[src/rtl/psr_pkg.sv]
package psr_pkg;

    localparam int STATUS_W = 8;
    localparam int ARITH_W  = 4;

    // Bit positions inside the status byte
    localparam int BIT_C   = 0;
    localparam int BIT_AC  = 1;
    localparam int BIT_Z   = 2;
    localparam int BIT_OV  = 3;
    localparam int BIT_PDF = 4;
    localparam int BIT_TO  = 5;

    typedef enum logic [1:0] {
        OP_ADD   = 2'd0,
        OP_SUB   = 2'd1,
        OP_LOGIC = 2'd2,
        OP_ROT   = 2'd3
    } op_class_e;

    // Packed so that .c lands on bit 0 and .ov on bit 3
    typedef struct packed {
        logic ov;
        logic z;
        logic ac;
        logic c;
    } arith_flags_t;

    typedef struct packed {
        logic to;
        logic pdf;
    } sys_flags_t;

    // Which flags an operation class is allowed to touch
    function automatic logic [ARITH_W-1:0] class_mask(op_class_e k);
        logic [ARITH_W-1:0] m;
        m = '0;
        unique case (k)
            OP_ADD, OP_SUB: m = '1;
            OP_LOGIC:       m[BIT_Z] = 1'b1;
            OP_ROT:         m[BIT_C] = 1'b1;
            default:        m = '0;
        endcase
        return m;
    endfunction

    function automatic logic [STATUS_W-1:0] pack_status(sys_flags_t s, arith_flags_t a);
        logic [STATUS_W-1:0] v;
        v = '0;
        v[ARITH_W-1:0] = a;
        v[BIT_PDF]     = s.pdf;
        v[BIT_TO]      = s.to;
        return v;
    endfunction

endpackage

[src/rtl/psr_arith_eval.sv]
module psr_arith_eval
    import psr_pkg::*;
#(
    parameter int DATA_W = 8
) (
    input  logic                 alu_valid,
    input  op_class_e            alu_class,
    input  logic [DATA_W-1:0]    alu_result,
    input  logic                 alu_c_out,
    input  logic                 alu_c_nib,
    input  logic                 alu_c_msb,
    input  logic [ARITH_W-1:0]   alu_flag_en,
    output arith_flags_t         cand,
    output logic [ARITH_W-1:0]   upd
);

    logic is_sub;
    logic res_zero;

    assign is_sub   = (alu_class == OP_SUB);
    assign res_zero = (alu_result == '0);

    always_comb begin
        // Subtraction presents borrows; flags hold "no borrow"
        cand.c  = is_sub ? ~alu_c_out : alu_c_out;
        cand.ac = is_sub ? ~alu_c_nib : alu_c_nib;
        cand.z  = res_zero;
        cand.ov = alu_c_msb ^ alu_c_out;
    end

    assign upd = alu_valid ? (class_mask(alu_class) & alu_flag_en) : '0;

endmodule

[src/rtl/psr_arith_reg.sv]
module psr_arith_reg
    import psr_pkg::*;
(
    input  logic                 clk,
    input  logic                 rst,
    input  arith_flags_t         cand,
    input  logic [ARITH_W-1:0]   upd,
    input  logic                 sw_we,
    input  logic [ARITH_W-1:0]   sw_data,
    output arith_flags_t         q
);

    logic [ARITH_W-1:0] cur;
    logic [ARITH_W-1:0] nxt;

    assign cur = q;

    generate
        for (genvar i = 0; i < ARITH_W; i++) begin : g_bit
            always_comb begin
                if (sw_we)
                    nxt[i] = sw_data[i];
                else if (upd[i])
                    nxt[i] = cand[i];
                else
                    nxt[i] = cur[i];
            end
        end
    endgenerate

    always_ff @(posedge clk) begin
        if (rst)
            q <= '0;
        else
            q <= arith_flags_t'(nxt);
    end


    sw_load_chk: assert property (@(posedge clk) disable iff (rst)
        sw_we |=> (q == arith_flags_t'($past(sw_data))));


    hold_c_chk: assert property (@(posedge clk) disable iff (rst)
        (!sw_we && !upd[BIT_C]) |=> (q.c == $past(q.c)));

endmodule

[src/rtl/psr_sys_flags.sv]
module psr_sys_flags
    import psr_pkg::*;
(
    input  logic       clk,
    input  logic       rst,
    input  logic       wdt_timeout,
    input  logic       clr_wdt,
    input  logic       halt,
    output sys_flags_t q
);

    sys_flags_t nxt;

    always_comb begin
        nxt = q;
        if (halt)
            nxt.pdf = 1'b1;
        else if (clr_wdt)
            nxt.pdf = 1'b0;

        if (wdt_timeout)
            nxt.to = 1'b1;
        else if (clr_wdt || halt)
            nxt.to = 1'b0;
    end

    always_ff @(posedge clk) begin
        if (rst)
            q <= '0;
        else
            q <= nxt;
    end


    to_set_chk: assert property (@(posedge clk) disable iff (rst)
        wdt_timeout |=> q.to);


    to_clr_chk: assert property (@(posedge clk) disable iff (rst)
        ((clr_wdt || halt) && !wdt_timeout) |=> !q.to);


    pdf_set_chk: assert property (@(posedge clk) disable iff (rst)
        halt |=> q.pdf);


    pdf_clr_chk: assert property (@(posedge clk) disable iff (rst)
        (clr_wdt && !halt) |=> !q.pdf);

endmodule

[src/rtl/psr_status_reg.sv]
module psr_status_reg
    import psr_pkg::*;
#(
    parameter int DATA_W = 8
) (
    input  logic              clk,
    input  logic              rst,
    input  logic              alu_valid,
    input  logic [1:0]        alu_class,
    input  logic [DATA_W-1:0] alu_result,
    input  logic              alu_c_out,
    input  logic              alu_c_nib,
    input  logic              alu_c_msb,
    input  logic [3:0]        alu_flag_en,
    input  logic              wdt_timeout,
    input  logic              clr_wdt,
    input  logic              halt,
    input  logic              sw_we,
    input  logic [7:0]        sw_wdata,
    output logic [7:0]        status
);

    arith_flags_t       cand;
    arith_flags_t       arith_q;
    logic [ARITH_W-1:0] upd;
    sys_flags_t         sys_q;

    psr_arith_eval #(.DATA_W(DATA_W)) u_eval (
        .alu_valid   (alu_valid),
        .alu_class   (op_class_e'(alu_class)),
        .alu_result  (alu_result),
        .alu_c_out   (alu_c_out),
        .alu_c_nib   (alu_c_nib),
        .alu_c_msb   (alu_c_msb),
        .alu_flag_en (alu_flag_en),
        .cand        (cand),
        .upd         (upd)
    );

    psr_arith_reg u_arith (
        .clk     (clk),
        .rst     (rst),
        .cand    (cand),
        .upd     (upd),
        .sw_we   (sw_we),
        .sw_data (sw_wdata[ARITH_W-1:0]),
        .q       (arith_q)
    );

    psr_sys_flags u_sys (
        .clk         (clk),
        .rst         (rst),
        .wdt_timeout (wdt_timeout),
        .clr_wdt     (clr_wdt),
        .halt        (halt),
        .q           (sys_q)
    );

    assign status = pack_status(sys_q, arith_q);


    logic_keeps_c_chk: assert property (@(posedge clk) disable iff (rst)
        (alu_valid && alu_class == 2'd2 && !sw_we) |=> (status[BIT_C] == $past(status[BIT_C])));


    sub_borrow_c_chk: assert property (@(posedge clk) disable iff (rst)
        (alu_valid && alu_class == 2'd1 && alu_flag_en[0] && alu_c_out && !sw_we) |=> !status[BIT_C]);

endmodule

[config.mk]
export PLATFORM = sky130hd
export DESIGN_NAME = psr_status_reg
export DESIGN_NICKNAME = d
export VERILOG_FILES = /design/src/rtl/psr_pkg.sv /design/src/rtl/psr_arith_eval.sv /design/src/rtl/psr_arith_reg.sv /design/src/rtl/psr_sys_flags.sv /design/src/rtl/psr_status_reg.sv
export SDC_FILE = /design/constraint.sdc
export NUM_CORES = 1
export LEC_CHECK = 0
export ABC_AREA = 1
export BUFFER_PORTS_ARGS = -buffer_cell sky130_fd_sc_hd__buf_4
export CORE_AREA = 8 8 45 47
export DETAILED_ROUTE_END_ITERATION = 10
export DIE_AREA = 0 0 53 55
export PLACE_DENSITY = 0.7
export REMOVE_ABC_BUFFERS = 1
export SYNTH_ARGS = -nofsm -noshare
export SYNTH_HDL_FRONTEND = slang
export SYNTH_SLANG_ARGS = --single-unit
[constraint.sdc]
create_clock -name clk -period 0.82 [get_ports clk]
set_input_delay 0.041 -clock clk [delete_from_list [all_inputs] [get_ports clk]]
set_output_delay 0.041 -clock clk [all_outputs]
set_load 0.02 [all_outputs]
==> reports/metrics.csv, run 1 <==
metric,value,unit
outcome,finished clean,
place_inst,118,
finClkSkew,0,ns
ant_nets,0,
cp-start-kind,flip-flop,
yosysSeqAreaShare,0.297,
clk_latency,0.24,ns
achievable-frequency,1310,MHz
slew_viol_final,0,
hold_path_class,in2reg,
ir_drop,0.668,mV
cap_violations,0,
path_max_fanout,2,
setup_viol,0,
die_w,53,um
routed_wl,1.35,mm
critPathTopFamily,flip-flops,
num-nets-final,141,
start_util,0.292,
synthCells,70,
grt_start_max_net_pins,10,
worst_path_max_delay_cell,dfxtp_1,
gp_congestion,0.760,
layout-drive-gt1-share,0.364,
vias,545,
synth-seq-cells,6,
path_cells,buf_4,
io_buffer_count,33,
dp_hpwl,1.15,mm
final_cell_count_no_fill,123,
synth_cell_types,17,
finalCritPeriodShare,0.928,
final_cell_mix,"33 x buf_4, 22 x nand2_1, 8 x nand3_1, 8 x nor2_1, 8 x inv_1",
n_fill_cell,153,
grt_pass1_vias,533,
num_rows,14,
grt_usage,0.0908,
cts.sinks,6,
antenna_found_initial,0,
overflow,0,
critPathKind,reg2out,
p_per_area,1240,mW/mm^2
viasPerCell,4.43,
worstPathRequired,0.78,ns
n_antenna_cell,0,
clock_path_buffers,2,
cp_num_buf_inv,1,
fp.coreArea,0.00138,mm^2
worstPathArrival,0.72,ns
end_kind,output port,
grt_pass1_wl,2.06,mm
clk_pin_slew_worst_paths,0.05,ns
cpPeakStageDelay,0.33,ns
first_pass_iters,2,
cts_made_buffers,3,
area_growth,74.0,%
tns,0,ns
ys_warn_count,0,
min_period,0.761,ns
hold_violations,0,
io_pins,40,
p_leak,0.000396,uW
avgSynthCellArea,5.77,um^2
syn-cell-area,404,um^2
cts_tree,yes,
cts-root-buf,clkbuf_4,
die-area,0.00292,mm^2
final_common_cell,buf_4,
drtIter0Drc,3,
drcViolationCount,0,
cts_max_level,1,
die_h,55,um
routedWlPerCell,11.0,um
rsz0062_at_grt,false,
-- synthesized netlist by cell type --
cell type	n	share of area
inv_2	2	0.019
xor2_1	1	0.022
nand2_1	22	0.20
nor3_1	1	0.012
nor2_1	8	0.074
dfxtp_1	6	0.30
a21oi_2	1	0.022
buf_4	2	0.037
conb_1	1	0.0093
o21bai_1	1	0.019
nand3_1	8	0.099
a21oi_1	4	0.050
a31oi_1	1	0.015
o21ai_1	1	0.012
inv_1	8	0.074
clkinv_1	2	0.019
or2_1	1	0.015
-- timing repair --
action	4_1_cts	5_1_grt
buffers inserted	0	0
gates resized for setup	0	0
endpoints found under the setup margin	0	0
hold buffers	2	0
endpoints found under the hold margin	1	0
-- power by group --
part	total [uW]	internal, uW	switching [uW]
Combinational	279	150	129
Clock	269	165	104
Sequential	323	313	10.2
-- worst min-delay path, delay by kind of cell --
| family | cells | cell delay (ns) |
|---|---|---|
| buffers and inverters | 1 | 0.08 |
| AOI/OAI and AO/OA | 1 | 0.03 |
| and+or+nand+nor | 1 | 0.07 |
-- state kept, by name (all words and copies together), names as in the netlist --
register,cells
u_arith.q,4
u_sys.q,2
-- per-stage QoR --
step | instance area (um^2) | setup slack, ns | hold slack, ns | power, uW | utilization
floorplan | 393 | 0.0328 | 0.103 | 442 | -
global placement | 661 | 0.0886 | 0.245 | 596 | 0.477
detailed placement | 661 | 0.0839 | 0.243 | 601 | 0.477
CTS | 703 | 0.0538 | 0.0228 | 885 | 0.508
global route | 703 | 0.0271 | 0.0481 | 933 | 0.508
finish | 703 | 0.0587 | 0.0214 | 871 | 0.508
-- cells by family after synthesis --
family	Yosys count	share of synthesized area
AO/OA/AOI/OAI	8	0.118
other	1	0.00928
XOR/XNOR	1	0.0217
flip-flops	6	0.297
buffers and inverters	14	0.149
AND/OR/NAND/NOR	40	0.406
-- worst paths after layout --
check / startpoint / to / slack (ns) / cells after the start
min reg2reg: u_sys.q[0] / u_sys.q[0] / 0.46 / 2
max reg2reg: u_arith.q[2] / u_arith.q[2] / 0.13 / 4
min: wdt_timeout / u_sys.q[1] / 0.02 / 3
max: u_arith.q[3] / status[3] / 0.06 / 1
-- layer usage --
metal	global-route usage	part of all wire
met1	0.0807	0.34
met2	0.184	0.58
met5	0	0
met3	0.0267	0.066
met4	0.0388	0.014
-- area by class of cell --
type                       instances  area (um^2)  share of cell area
timing repair buffer              35          268               0.381
inverter                          12         45.0              0.0641
multi-input combinational         51          228               0.324
sequential                         6          120               0.171
clock buffer                       3         22.5              0.0320
tap                               16         20.0              0.0285
Power figures use the tool's default switching activity.
==> inputs of run 2 (changes only) <==
Settings changed: CTS_BUF_LIST set to sky130_fd_sc_hd__clkbuf_8, PLACE_DENSITY 0.7 to unset, PLACE_DENSITY_LB_ADDON set to 0.1.
==> run 2 against run 1 <==
Against the previous run: combinational power is 4% lower; fmax up 3.7%; worst setup slack gained 0.027 ns; flip-flop and latch count did not move; critical path type unchanged; largest cell class unchanged; die area did not move.
==> reports/metrics.csv, run 2 (synthesis results as in run 1) <==
metric,value,unit
outcome,finished clean,
cp_num_buf_inv,1,
p_leak,0.000396,uW
ant_nets,0,
drcViolationCount,0,
critPathTopFamily,flip-flops,
regMostFlops,u_arith.q,
tns,0,ns
cts_resized,0,
grt_usage,0.0890,
worst_path_max_delay_cell,dfxtp_1,
dr_wl_met3,135,um
r2r_slack,0.11,ns
slew_viol_final,0,
start_util,0.292,
die_h,55,um
cts.sinks,6,
drtIter0Drc,3,
cts_max_level,1,
postCtsSetupBuffers,0,
finClkSkew,0,ns
io_pins,40,
die-area,0.00292,mm^2
ir_drop,1.12,mV
critPathKind,reg2out,
final_cell_mix,"33 x buf_4, 22 x nand2_1, 8 x nand3_1, 8 x nor2_1, 8 x inv_1",
path_cells,buf_4,
top_regs,"u_arith.q x4, u_sys.q x2",
dpl-instance-area,661,um^2
routedWlPerCell,10.5,um
cts_tree,yes,
overflow,0,
r2r_start,u_arith.q[2],
final_cell_count_no_fill,121,
p_per_area,1460,mW/mm^2
final_common_cell,buf_4,
whs_endpoint,u_arith.q[1],
clock_path_buffers,2,
cp-start-kind,flip-flop,
place_inst,118,
num_rows,14,
clk_latency,0.22,ns
grt_start_max_net_pins,10,
achievable-frequency,1360,MHz
io_buffer_count,33,
setup_ws,0.0861,ns
num-nets-final,139,
finalInstanceArea,702,um^2
grt_pass1_vias,454,
fp.coreArea,0.00138,mm^2
antenna_found_initial,0,
end_kind,output port,
min_delay_path_depth,2,
place_ws,0.0684,ns
multi_input_area,228,um^2
n_fill_cell,146,
holdWs,0.0206,ns
rsz0062_at_grt,false,
worstPathRequired,0.78,ns
setup_viol,0,
viasPerCell,4.24,
worstPathArrival,0.69,ns
largest_reg_flops,4,
routed_wl,1.27,mm
min_period,0.734,ns
rr_endpoint,u_arith.q[2],
die_w,53,um
n_antenna_cell,0,
layout-drive-gt1-share,0.371,
cpPeakStageDelay,0.33,ns
grt_pass1_wl,1.88,mm
ff_latch_area,120,um^2
hold_violations,0,
finalCritPeriodShare,0.895,
hold_start,rst,
clk_pin_slew_worst_paths,0.04,ns
gp_congestion,0.735,
dp_hpwl,1.09,mm
cap_violations,0,
first_pass_iters,3,
postCtsHoldBufs,0,
hold_path_class,in2reg,
dr_wl_met2,570,um
cts-root-buf,clkbuf_8,
rr_worst_depth,4,
cp.depth,1,
maxUsedRoutingLayer,met3,
cts_made_buffers,3,
vias,513,
wl_met1,559,um
area_growth,73.7,%
path_max_fanout,2,
run 2: cell count changes in the layout (fill, tap and decap cells not counted):
cell	before	now
clkbuf_4	3	0
clkbuf_8	0	3
dlygate4sd3_1	2	0
run 2: worst reg2reg max path: cells and delay by family, from the launching register on:
family,cells,cell delay [ns]
flip-flops,1,0.32
AND/OR/NAND/NOR,2,0.16
AO/OA/AOI/OAI,1,0.11
buffers and inverters,1,0.06
run 2: through the flow:
stage | util | total power [uW]
5_1_grt | 0.507 | 1100
4_1_cts | 0.507 | 1040
3_3_place_gp | 0.477 | 596
3_5_place_dp | 0.477 | 600
6_report | 0.507 | 1030
2_1_floorplan | - | 442
run 2: per-layer routing:
metal,up-vias,GRT usage
met5,-,0
met4,0,0.0129
met3,0,0.0668
met2,23,0.131
met1,207,0.103
li1,283,-
run 2: where the power goes:
part | internal [uW] | total [uW] | switching (uW)
combinational | 144 | 267 | 123
sequential | 314 | 324 | 10.2
clock | 315 | 434 | 120
total | 773 | 1030 | 253
run 2: how the worst max path moves through the flow:
stage | slack (ns) | to | from
floorplan | 0.03 | u_arith.q[2] | u_arith.q[2]
detailed placement | 0.07 | u_arith.q[2] | alu_result[3]
finish | 0.09 | status[0] | u_arith.q[0]
global placement | 0.08 | u_arith.q[2] | alu_result[3]
CTS | 0.07 | status[0] | u_arith.q[0]
global route | 0.004 | u_arith.q[2] | u_arith.q[2]
run 2: final cells by class:
class / count / share of cell area
clock buffer: 3 / 0.0588
inverter: 12 / 0.0642
multi-input combinational: 51 / 0.324
sequential: 6 / 0.171
tap: 16 / 0.0285
timing repair buffer: 33 / 0.353
==> inputs of run 3 (changes only) <==
Settings changed: ABC_AREA 1 to unset, ABC_CLOCK_PERIOD_IN_PS set to 820.
==> run 3 against run 2 <==
Against the previous run: fmax fell by 9.9%; flip-flop and latch count did not move; cell count fell by 20%; worst setup slack got worse by 0.081 ns; global-route usage fell by 1.0 points; non-clock buffer count rose by 3; critical path type is now reg2reg; die area did not move; register-to-register slack got worse by 0.10 ns; hold slack got worse by 0.0022 ns; first-iteration DRC count fell by 100%; routed wire length fell by 10%; via count fell by 13%.
==> reports/metrics.csv, run 3 <==
metric,value,unit
min_delay_path_depth,2,
r2r_slack,0.006,ns
yosysSeqAreaShare,0.350,
cp-start-kind,flip-flop,
io_buffer_count,33,
n_antenna_cell,0,
io_pins,40,
top_regs,"u_arith.q x4, u_sys.q x2",
final_core_util,0.493,
syn-cell-area,343,um^2
hold_violations,0,
cts_made_buffers,3,
die_w,53,um
hold_path_class,in2reg,
clk_latency,0.22,ns
whs_endpoint,u_arith.q[1],
ys_warn_count,0,
start_util,0.248,
clock_path_buffers,2,
avgSynthCellArea,7.79,um^2
ff_latch_area,124,um^2
path_max_fanout,2,
place_inst,94,
routedWlPerCell,11.7,um
final_cell_mix,"32 x buf_4, 8 x a21oi_1, 4 x nand2_1, 4 x nor2_1, 4 x buf_6",
cts_max_level,1,
cts-root-buf,clkbuf_8,
cts_tree,yes,
multi_input_area,208,um^2
cts.sinks,6,
ant_nets,0,
postCtsHoldBufs,0,
clk_pin_slew_worst_paths,0.04,ns
rr_endpoint,u_arith.q[3],
synth-main-ff-cell,dfxtp_1,
place_ws,-0.190,ns
min_period,0.814,ns
final_common_cell,buf_4,
slew_viol_final,0,
critPathKind,reg2reg,
die-area,0.00292,mm^2
regMostFlops,u_arith.q,
rr_worst_depth,3,
p_leak,0.000326,uW
netlist_top_cells_count,"9 x a21oi_1, 6 x dfxtp_1, 4 x nand2_1, 4 x nor2_1, 3 x a311o_1",
ir_drop,0.883,mV
cap_violations,0,
dp_hpwl,983,um
vias,448,
worstPathRequired,0.96,ns
synth.most_common_cell,a21oi_1,
grt_pass1_wl,1.75,mm
rsz0062_at_grt,true,
gp_congestion,0.707,
end_kind,flip-flop,
grt_usage,0.0787,
yosysTopAreaCell,dfxtp_1,
antenna_found_initial,0,
synthCells,44,
drcViolationCount,0,
synthTopCellsByArea,"dfxtp_1 35%, a21oi_1 13%, a311o_1 8.8%, xnor2_1 5.1%, buf_4 4.4%",
overflow,0,
synth_cell_types,20,
synth_top_area_share,0.350,
setup_ws,0.00551,ns
final_cell_count_no_fill,97,
viasPerCell,4.62,
worstPathArrival,0.96,ns
first_pass_iters,1,
grt_start_max_net_pins,10,
grt_pass1_vias,454,
worstSetupStartpoint,u_arith.q[3],
finClkSkew,0,ns
finalCritPeriodShare,0.993,
r2r_start,u_arith.q[3],
synthArstFlopShare,0,
area_growth,98.9,%
num-nets-final,115,
fp.coreArea,0.00138,mm^2
drtIter0Drc,0,
die_h,55,um
synth-seq-cells,6,
p_per_area,1510,mW/mm^2
tns,0,ns
num_rows,14,
synth-edff-count,0,
largest_reg_flops,4,
hold_start,rst,
layout-drive-gt1-share,0.531,
routed_wl,1.14,mm
outcome,finished clean,
achievable-frequency,1230,MHz
n_fill_cell,150,
setup_viol,0,
-- run 3: worst max-delay path by stage --
| stage | to | slack [ns] | depth (start not counted) |
|---|---|---|---|
| finish | u_arith.q[3] | 0.006 | 3 |
| detailed placement | u_arith.q[3] | -0.19 | 5 |
| global route | u_arith.q[1] | -0.06 | 3 |
| global placement | u_arith.q[1] | -0.16 | 5 |
| CTS | status[0] | 0.002 | 2 |
| floorplan | u_arith.q[0] | -0.15 | 3 |
-- run 3: cell type report --
class	instances	share of cell area
Clock buffer	3	0.0606
Inverter	1	0.00550
Multi-Input combinational cell	35	0.305
Sequential cell	6	0.182
Tap cell	16	0.0294
Timing Repair Buffer	36	0.418
-- run 3: metal layers --
layer  global-route usage  up-vias  share of wire
met2                0.131       22           0.45
met4               0.0388        0              0
li1                     -      229              -
met5                    0        -              0
met3               0.0321        0          0.098
met1               0.0852      197           0.45
-- run 3: kinds of logic (layout without fill, tap and decap cells) --
group | after synthesis | count (layout) | share of synthesized area
AO/OA/AOI/OAI | 15 | 15 | 0.277
AND/OR/NAND/NOR | 15 | 15 | 0.219
flip-flops | 6 | 6 | 0.350
buffers and inverters | 4 | 40 | 0.0657
XOR/XNOR | 3 | 3 | 0.0767
other | 1 | 2 | 0.0109
-- run 3: power breakdown --
part	total (uW)	internal, uW	leakage (uW)	switching, uW
sequential	324	314	0.0000508	9.57
combinational	272	163	0.000254	110
clock	432	315	0.0000216	117
-- run 3: critical path, stage by stage (launching register included) --
cell,delay (ns)
dfxtp_2,0.32
a21oi_1,0.04
a311o_1,0.27
a21oi_1,0.11
-- run 3: through the flow --
stage	total power (uW)	hold WS [ns]	instance area, um^2
2_1_floorplan	419	0.110	328
3_3_place_gp	589	0.251	618
3_5_place_dp	589	0.256	618
4_1_cts	1050	0.0177	674
5_1_grt	1090	0.0306	682
6_report	1030	0.0185	682
-- run 3: repair_timing --
| item | CTS | global route |
|---|---|---|
| endpoints found under the setup margin | 6 | 6 |
| gates resized for setup | 6 | 2 |
| cloned | 0 | 0 |
| pin swaps | 6 | 0 |
| setup buffers | 0 | 0 |
| hold endpoints to repair | 0 | 0 |
